<file path="src/rtl/opexc_pkg.sv">
package opexc_pkg;
  localparam int VEC_W = 8;
  localparam int OFF_W = VEC_W + 2;
  localparam int CP_W  = 3;

  localparam logic [VEC_W-1:0] VEC_ILLEGAL   = 8'd4;
  localparam logic [VEC_W-1:0] VEC_PRIVILEGE = 8'd8;
  localparam logic [VEC_W-1:0] VEC_ALINE     = 8'd10;
  localparam logic [VEC_W-1:0] VEC_FLINE     = 8'd11;
  localparam logic [VEC_W-1:0] VEC_TRAP_BASE = 8'd32;

  typedef enum logic [1:0] {ACT_NONE, ACT_RAISE, ACT_PROBE} act_e;

  typedef struct packed {
    act_e             act;
    logic [VEC_W-1:0] vec;
    logic [CP_W-1:0]  cp;
  } verdict_t;

  typedef enum logic [1:0] {ST_IDLE, ST_REQ, ST_WAIT, ST_DONE} pst_e;

  // Vector table entries are four bytes wide.
  function automatic logic [OFF_W-1:0] vec_to_offset(input logic [VEC_W-1:0] v);
    return {v, 2'b00};
  endfunction

  function automatic logic [VEC_W-1:0] trap_vector(input logic [3:0] n);
    return VEC_TRAP_BASE + {4'd0, n};
  endfunction

  // Control registers accepted by the move-to/from-control opcode.
  function automatic logic ctrl_reg_known(input logic [11:0] r);
    case (r)
      12'h000, 12'h001, 12'h002,
      12'h800, 12'h801, 12'h802, 12'h803, 12'h804: return 1'b1;
      default:                                     return 1'b0;
    endcase
  endfunction
endpackage

</file>
<file path="src/rtl/opexc_decode.sv">
module opexc_decode
  import opexc_pkg::*;
#(
  parameter logic [15:0] ILLEGAL_WORD = 16'h4AFC,
  parameter logic [14:0] MOVEC_HI     = 15'h273D,
  parameter logic [11:0] TRAP_HI      = 12'h4E4
) (
  input  logic [15:0] opword,
  input  logic        supervisor,
  input  logic        mmu_ext_ok,
  input  logic [15:0] ext_word,
  output verdict_t    verdict
);
  logic [3:0]      line;
  logic [CP_W-1:0] cp_field;

  assign line     = opword[15:12];
  assign cp_field = opword[11:9];

  always_comb begin
    verdict = '{act: ACT_NONE, vec: '0, cp: cp_field};
    if (line == 4'hA) begin
      verdict.act = ACT_RAISE;
      verdict.vec = VEC_ALINE;
    end else if (line == 4'hF) begin
      if (cp_field == '0) begin
        if (!mmu_ext_ok) begin
          verdict.act = ACT_RAISE;
          verdict.vec = supervisor ? VEC_FLINE : VEC_PRIVILEGE;
        end
      end else begin
        verdict.act = ACT_PROBE;
      end
    end else if (opword[15:4] == TRAP_HI) begin
      verdict.act = ACT_RAISE;
      verdict.vec = trap_vector(opword[3:0]);
    end else if (opword == ILLEGAL_WORD) begin
      verdict.act = ACT_RAISE;
      verdict.vec = VEC_ILLEGAL;
    end else if (opword[15:1] == MOVEC_HI) begin
      if (!supervisor) begin
        verdict.act = ACT_RAISE;
        verdict.vec = VEC_PRIVILEGE;
      end else if (!ctrl_reg_known(ext_word[11:0])) begin
        verdict.act = ACT_RAISE;
        verdict.vec = VEC_ILLEGAL;
      end
    end
  end
endmodule

</file>
<file path="src/rtl/opexc_seq.sv">
module opexc_seq
  import opexc_pkg::*;
(
  input  logic             clk,
  input  logic             rst_n,
  input  logic             dec_valid,
  input  logic             bkpt_berr,
  input  verdict_t         verdict,
  input  logic             cp_ack,
  input  logic             cp_berr,
  output pst_e             state,
  output logic             cp_req,
  output logic [CP_W-1:0]  cp_id,
  output logic             exc_valid,
  output logic [VEC_W-1:0] exc_vector,
  output logic             ev_accept,
  output logic             ev_bkpt,
  output logic             ev_probe_fail,
  output logic             ev_probe_ok
);
  pst_e             st_q;
  logic             pend_q;
  logic [VEC_W-1:0] vec_q;
  logic [CP_W-1:0]  cp_q;

  assign ev_bkpt       = (st_q == ST_IDLE) && bkpt_berr;
  assign ev_accept     = (st_q == ST_IDLE) && dec_valid && !bkpt_berr;
  assign ev_probe_fail = (st_q == ST_WAIT) && cp_berr;
  assign ev_probe_ok   = (st_q == ST_WAIT) && cp_ack && !cp_berr;

  always_ff @(posedge clk) begin
    if (!rst_n) begin
      st_q   <= ST_IDLE;
      pend_q <= 1'b0;
      vec_q  <= '0;
      cp_q   <= '0;
    end else begin
      case (st_q)
        ST_IDLE: begin
          if (ev_bkpt) begin
            pend_q <= 1'b1;
            vec_q  <= VEC_ILLEGAL;
            st_q   <= ST_DONE;
          end else if (ev_accept) begin
            case (verdict.act)
              ACT_RAISE: begin
                pend_q <= 1'b1;
                vec_q  <= verdict.vec;
                st_q   <= ST_DONE;
              end
              ACT_PROBE: begin
                pend_q <= 1'b0;
                cp_q   <= verdict.cp;
                st_q   <= ST_REQ;
              end
              default: begin
                pend_q <= 1'b0;
                st_q   <= ST_DONE;
              end
            endcase
          end
        end
        ST_REQ: st_q <= ST_WAIT;
        ST_WAIT: begin
          if (ev_probe_fail) begin
            pend_q <= 1'b1;
            vec_q  <= VEC_FLINE;
            st_q   <= ST_DONE;
          end else if (ev_probe_ok) begin
            pend_q <= 1'b0;
            st_q   <= ST_DONE;
          end
        end
        default: begin
          pend_q <= 1'b0;
          st_q   <= ST_IDLE;
        end
      endcase
    end
  end

  assign state      = st_q;
  assign cp_req     = (st_q == ST_REQ) || (st_q == ST_WAIT);
  assign cp_id      = cp_q;
  assign exc_valid  = (st_q == ST_DONE) && pend_q;
  assign exc_vector = vec_q;
endmodule

</file>
<file path="src/rtl/opexc_classifier.sv">
module opexc_classifier
  import opexc_pkg::*;
#(
  parameter logic [3:0]  CP_SPACE_TYPE = 4'h2,
  parameter logic [15:0] ILLEGAL_WORD  = 16'h4AFC
) (
  input  logic             clk,
  input  logic             rst_n,
  input  logic             dec_valid,
  input  logic [15:0]      opword,
  input  logic             supervisor,
  input  logic             mmu_ext_ok,
  input  logic [15:0]      ext_word,
  input  logic             bkpt_berr,
  input  logic             cp_ack,
  input  logic             cp_berr,
  output logic             ready,
  output logic             cp_req,
  output logic [3:0]       cp_space,
  output logic [CP_W-1:0]  cp_id,
  output logic             exc_valid,
  output logic [VEC_W-1:0] exc_vector,
  output logic [OFF_W-1:0] exc_offset
);
  verdict_t verdict;
  pst_e     state;
  logic     ev_accept;
  logic     ev_bkpt;
  logic     ev_probe_fail;
  logic     ev_probe_ok;

  opexc_decode #(.ILLEGAL_WORD(ILLEGAL_WORD)) u_decode (
    .opword     (opword),
    .supervisor (supervisor),
    .mmu_ext_ok (mmu_ext_ok),
    .ext_word   (ext_word),
    .verdict    (verdict)
  );

  opexc_seq u_seq (
    .clk           (clk),
    .rst_n         (rst_n),
    .dec_valid     (dec_valid),
    .bkpt_berr     (bkpt_berr),
    .verdict       (verdict),
    .cp_ack        (cp_ack),
    .cp_berr       (cp_berr),
    .state         (state),
    .cp_req        (cp_req),
    .cp_id         (cp_id),
    .exc_valid     (exc_valid),
    .exc_vector    (exc_vector),
    .ev_accept     (ev_accept),
    .ev_bkpt       (ev_bkpt),
    .ev_probe_fail (ev_probe_fail),
    .ev_probe_ok   (ev_probe_ok)
  );

  assign ready      = (state == ST_IDLE);
  assign cp_space   = cp_req ? CP_SPACE_TYPE : 4'h0;
  assign exc_offset = vec_to_offset(exc_vector);
endmodule

</file>
<file path="config.mk">
export PLATFORM = sky130hd
export DESIGN_NAME = opexc_classifier
export DESIGN_NICKNAME = d
export VERILOG_FILES = /design/src/rtl/opexc_pkg.sv /design/src/rtl/opexc_decode.sv /design/src/rtl/opexc_seq.sv /design/src/rtl/opexc_classifier.sv
export SDC_FILE = /design/constraint.sdc
export NUM_CORES = 1
export LEC_CHECK = 0
export BUFFER_PORTS_ARGS = -buffer_cell sky130_fd_sc_hd__buf_4
export CORE_MARGIN = 2
export CORE_UTILIZATION = 45
export CTS_CLUSTER_DIAMETER = 40
export DETAILED_ROUTE_END_ITERATION = 8
export PLACE_DENSITY_LB_ADDON = 0.3
export RECOVER_POWER = 100
export SLEW_MARGIN = 10
export SYNTH_ARGS = -nofsm -noshare
export SYNTH_HDL_FRONTEND = slang
export SYNTH_SLANG_ARGS = --single-unit
</file>
<file path="constraint.sdc">
create_clock -name clk -period 3.48 [get_ports clk]
set_clock_uncertainty 0.05 [all_clocks]
set_input_delay 0.696 -clock clk [delete_from_list [all_inputs] [get_ports clk]]
set_output_delay 0.696 -clock clk [all_outputs]
set_load 0.01 [all_outputs]
</file>
======== Yosys cells after proc, flatten, opt, wreduce, memory -nomap -nowiden ========
Cells that the tools add are included.
operators by class
  bitwise operators ....................... 2
  reductions and logical operators ........ 19
  $add $sub $neg .......................... 1
  magnitude comparators ................... 0
  divide/modulo/power cells ............... 0
  mux-type cells .......................... 36
  $mul .................................... 0
  eq/ne operators ......................... 21
  shift operators ......................... 0
operators by type and width
  cell                    count
  $eq A12 B12 Y1 const B  5
  $mux W10                6
  $mux W8                 5
  $mux W9                 2
  $eq A16 B15 Y1 const B  1
  $mux W2                 8
  $pmux W8 S2             1
  $eq A15 B14 Y1 const B  1
  $eq A12 B1 Y1 const B   1
  $eq A12 B11 Y1 const B  1
  $eq A12 B2 Y1 const B   1
  $logic_not A12 Y1       1
  $mux W1                 12
  $eq A4 B4 Y1 const B    2
  $reduce_and A4 Y1       2
  $reduce_or A8 Y1        1
  $add A6 B4 Y7 const A   1
  $logic_and A1 B1 Y1     7
  $eq A2 B2 Y1 const B    3
  $ne A3 B1 Y1 const B    2
  $pmux W2 S3             1
  $eq A2 B1 Y1 const B    2
  $logic_not A3 Y1        1
  $ne A3 B3 Y1 const B    1
  other kinds (9)         11
storage, ports and cells
  register bits ........................... 14
  bits in writable memories ............... 0
  output and inout port bits .............. 28
  word-level logic and storage cells ...... 83
  ROM bits ................................ 0
  bits of input ports ..................... 40
  memories ................................ 0
  latch bits .............................. 0

======== Longest topological paths before layout ========
  depth after elaboration ................. 21
  depth in mapped cells ................... 8
  gate-level depth less buffers ........... 7

======== Hierarchy ========
From an unflattened synthesis, not the netlist that was laid out.
unflattened totals
  cell total of the unflattened synthesis .. 150
  area total of the unflattened synthesis .. 1202.4 um^2
modules (own cells, without submodules)
  module            times used  cells an instance  area each (um^2)  sequential area each (um^2)
  opexc_seq         1           87                 790.8             280.3
  opexc_decode      1           47                 299.0             0.0
  opexc_classifier  1           16                 112.6             0.0

======== Least setup slack after synthesis ========
Ideal clock, no wire load.
  kind .................................... input-to-reg
  start ................................... in ext_word[3]
  end ..................................... reg u_seq.vec_q[0], in the netlist u_seq.exc_vector[0]
  path buffers ............................ 0
  setup time .............................. 72 ps
  data required time ...................... 3358 ps
  arrival time ............................ 1988 ps
  path slack .............................. 1371 ps
  stages on the path ...................... 5
  cells stage by stage .................... or4_4 a21oi_2 a41oi_2 o21ai_2 mux2i_1
on the way
  longest elaborated chain between the ends .. 19
  elaborated cells between the ends (all ways) .. 26
  those cells by class .................... eq/ne: 9; mux: 14; reduce/logical: 3
RTL lines
  element                                line                    source
  start, declared                        opexc_classifier.sv:13  input logic [15:0] ext_word,
  $eq A12 B1 Y1 (tied with other cells)  opexc_pkg.sv:33         case (r)
  $reduce_or A8 Y1 *                     opexc_pkg.sv:33
  $mux W1 *                              opexc_pkg.sv:33
  $mux W1 *                              opexc_decode.sv:41      if (!supervisor) begin
  $mux W1 *                              opexc_decode.sv:40      end else if (opword[15:1] == MOVEC_HI) begin
  $mux W1 *                              opexc_decode.sv:37      end else if (opword == ILLEGAL_WORD) begin
  $mux W1 *                              opexc_decode.sv:34      end else if (opword[15:4] == TRAP_HI) begin
  $mux W1 *                              opexc_decode.sv:25      end else if (line == 4'hF) begin
  [3 not listed]                         --
  $mux W10 *                             opexc_decode.sv:40
  $mux W10 *                             opexc_decode.sv:37
  $mux W10 *                             opexc_decode.sv:34
  $mux W10 *                             opexc_decode.sv:25
  $mux W10 *                             opexc_decode.sv:22      if (line == 4'hA) begin
  $eq A2 B1 Y1 *                         opexc_seq.sv:45         case (verdict.act)
  $ne A3 B1 Y1 (no source line) *        --
  $reduce_and A4 Y1 (no source line) *   --
  end signal, assigned                   opexc_seq.sv:48         vec_q <= verdict.vec;
  end, declared                          opexc_seq.sv:23         logic [VEC_W-1:0] vec_q;
Every way passes the cells marked *; elsewhere a longest branch is shown, timed or not. The select of a mux whose other input is x is not followed.
A chain may end at the register's enable or synchronous reset.

======== Final worst setup path ========
  start ................................... in ext_word[3]
  end ..................................... reg u_seq.vec_q[1], in the netlist u_seq.exc_vector[1]
Same word-level chain as after synthesis.

==> reports/qor.csv <==
stage,metric,value,unit
run_status,outcome,"complete, no violations",
logic_synthesis,top-area cell type share of the netlist area,0.2090,
final_layout,number of fill cells,232,
routing,WL final,2462,µm
routing,vias per cell,5.245,
logic_synthesis,Post-synth ARST share,0,
sta,final hold vios,0,
setup_path,CP max stage cell,or4_2,
final_layout,Final nets,221,
die,Starting Density,0.4762,
die,total die area,2744,µm²
place,Post-DP HPWL,2092,µm
logic_synthesis,ys flop type,dfxtp_1,
routing,DR vias,1070,
place,IO buf count,52,
flow_run,max-cap violation count,0,
routing,initial DRC count,17,
clock_network,post-CTS resize count,0,
logic_synthesis,Mapped Area,1054,µm²
logic_synthesis,post-synth top area cell,dfxtp_1,
setup_path,crit-path max cell delay,0.65,ns
hold_path,min-delay src,u_seq.exc_vector[3],
grt,initial antenna violation count,0,
logic_synthesis,cell count after synthesis,129,
setup_path,data arrival time at the worst-slack endpoint,2.72,ns
die,die extent in y,52.39,µm
sta,endpoints failing setup,0,
setup_path,Worst Setup Start Kind,input pin,
sta,achievable frequency,0.3883,GHz
setup_path,Setup crit start,ext_word[3],
clock_network,root buffer cell,clkbuf_4,
final_layout,ANT cells,0,
routing,Met1 Wirelength,1030,µm
grt,GRT Resource Usage Total,0.1965,
pwr,Pwr per Cell Area,451.8,nW/µm²
grt,number of global-route vias before repair,991,
hold_path,Min-Delay Path Class,register to register,
final_layout,Layout area overhead,26.25,%
pwr,Max IR drop VDD,0.0003049,V
clock_network,Setup Buffers After CTS,0,
clock_network,TritonCTS clock tree,done,
place,DP Area,1381,µm²
setup_path,"delay-heaviest family, CP",compound AO/OA/AOI/OAI gates,
final_layout,share of layout cells above drive strength 1,0.2557,
sta,actual slew at the worst max-slew pin,0.6747,ns
routing,Highest Signal Layer,met4,
setup_path,CP max FO,4,
routing,met3 WL post-DR,158,µm
place,Routability Congestion,0.8071,
grt,grt ovf,0,
routing,Initial DRT Pass Iterations,4,
final_layout,"commonest non-fill, non-tap cell in the layout",buf_4,
sta,minimum clock period after layout,2.575,ns
sta,max-slew violations,0,
logic_synthesis,Area contributors post-synth,"dfxtp_1 21%, buf_4 12%, mux2i_1 6.7%, ha_1 4.8%, nand2_1 4.3%",
sta,period utilization,0.7401,
place,post-place setup slack,1.152,ns
clock_network,Post-CTS Hold Fix Bufs,0,
routing,WL/cell,12.07,µm
clock_network,Num CTS Buffers,3,
grt,first-pass GRT wire length,4133,µm
clock_network,Sink Count,11,
logic_synthesis,post-synthesis sequential area ratio,0.2090,
sta,unrepaired setup endpoints after global routing,false,
setup_path,CP endpoint kind,register,
clock_network,CTS Buffer Depth,2,
logic_synthesis,#FFs+latches synth,11,
final_layout,Final Cell Area,1330,µm²
clock_network,Worst-path clk slew,0.06,ns
logic_synthesis,syn_area_per_cell,8.167,µm²
logic_synthesis,synth unique cells,45,
logic_synthesis,YS warnings,0,
die,Chip Width,52.39,µm
pwr,leakage power,0.5574,nW
clock_network,H-Tree Depth,1,
setup_path,RR Startpoint,u_seq.state[0],
die,IO Pins,68,
setup_path,Crit Path Class,input pin to register,
clock_network,later-pin clock latency in the skew report,0.27,ns
grt,largest net degree at the start of global routing,17,
final_layout,"commonest cells after routing, fill and taps aside","35 x buf_4, 17 x clkbuf_1, 12 x nand2_1",
routing,# DRC,0,
die,row count,17,
sta,TNS Setup,0,ns
setup_path,WP data required,3.62,ns
routing,WL met2,1248,µm
sta,slack of the critical path,0.9045,ns
sta,Max transition margin,0.5455,
setup_path,Worst Path Buf+Inv,1,
setup_path,"Cell Chain, Critical Path","clkbuf_4, or4_2, a21oi_1, a41oi_1, o21ai_0, mux2i_1",
logic_synthesis,Post-synth EDFFs,0,
routing,post-route ant nets,0,
die,Core Area,2212,µm²
-- power breakdown --
group	switching (W)	internal [W]	total, W	leakage, nW
sequential	0.0000215	0.000157	0.000178	0.0897
clock	0.0000407	0.0000444	0.0000851	0.0150
combinational	0.000191	0.000146	0.000338	0.453
-- cells by family after synthesis --
kind of cell	synth area share
compound gates	0.1900
fa+ha+maj	0.04751
buf+inv	0.1461
flops	0.2090
mux	0.06651
other cells	0.003560
simple gates	0.3373
-- cell type report --
class	instances	area [µm²]	area share
clock buffers	4	26.28	0.01976
inverters	5	18.77	0.01411
multi-input cells	104	699.4	0.5259
flip-flops and latches	11	220.2	0.1656
well taps	28	35.03	0.02634
repair buffers	52	330.3	0.2484
-- worst min-delay path: cells and delay by family, from the launching register on --
kind | cells | cell delay (ns)
flops | 1 | 0.32
simple gates | 1 | 0.05
mux | 1 | 0.05
-- path summary, 6_finish.rpt --
kind / to / slack [ns] / cells past startpoint
min reg2reg: u_seq.exc_vector[3] / 0.42 / 2
max reg2reg: u_seq.exc_vector[1] / 1.44 / 6
min: u_seq.exc_vector[3] / 0.42 / 2
max: u_seq.exc_vector[1] / 0.90 / 6
-- synthesized netlist by cell type, types with 3 or more instances --
library cell and n:
nand3_1 3, nor2b_1 5, mux2i_1 7, nor3_1 3, a31oi_1 4, o21ai_0 5
ha_1 4, dfxtp_1 11, buf_4 17, nor2_1 6, inv_1 5, nand4_1 5
nand2_1 12, a21oi_1 4
-- metrics by stage --
step | total power, W | cells | hold WS (ns) | util
final | 0.0006009 | 204 | 0.4237 | 0.6012
after global routing | 0.0006581 | 204 | 0.4392 | 0.6012
after CTS | 0.0006566 | 204 | 0.4279 | 0.6363
after detailed placement | 0.0005687 | 200 | 0.4187 | 0.6244
after global placement | 0.0005599 | 200 | 0.4125 | 0.6244
after floorplan | 0.0004524 | 139 | 0.4446 | -
-- routing by layer --
metal / GRT usage / vias to the layer above
met3: 0.06000 / 7
met5: 0 / -
li1: - / 550
met4: 0.05983 / 0
met2: 0.3521 / 35
met1: 0.2199 / 478
-- state kept, by name (all words and copies together), names as in the netlist --
name              count
u_seq.exc_vector      5
u_seq.cp_id           3
u_seq.state           2
u_seq.pend_q          1
Power figures use the tool's default switching activity.
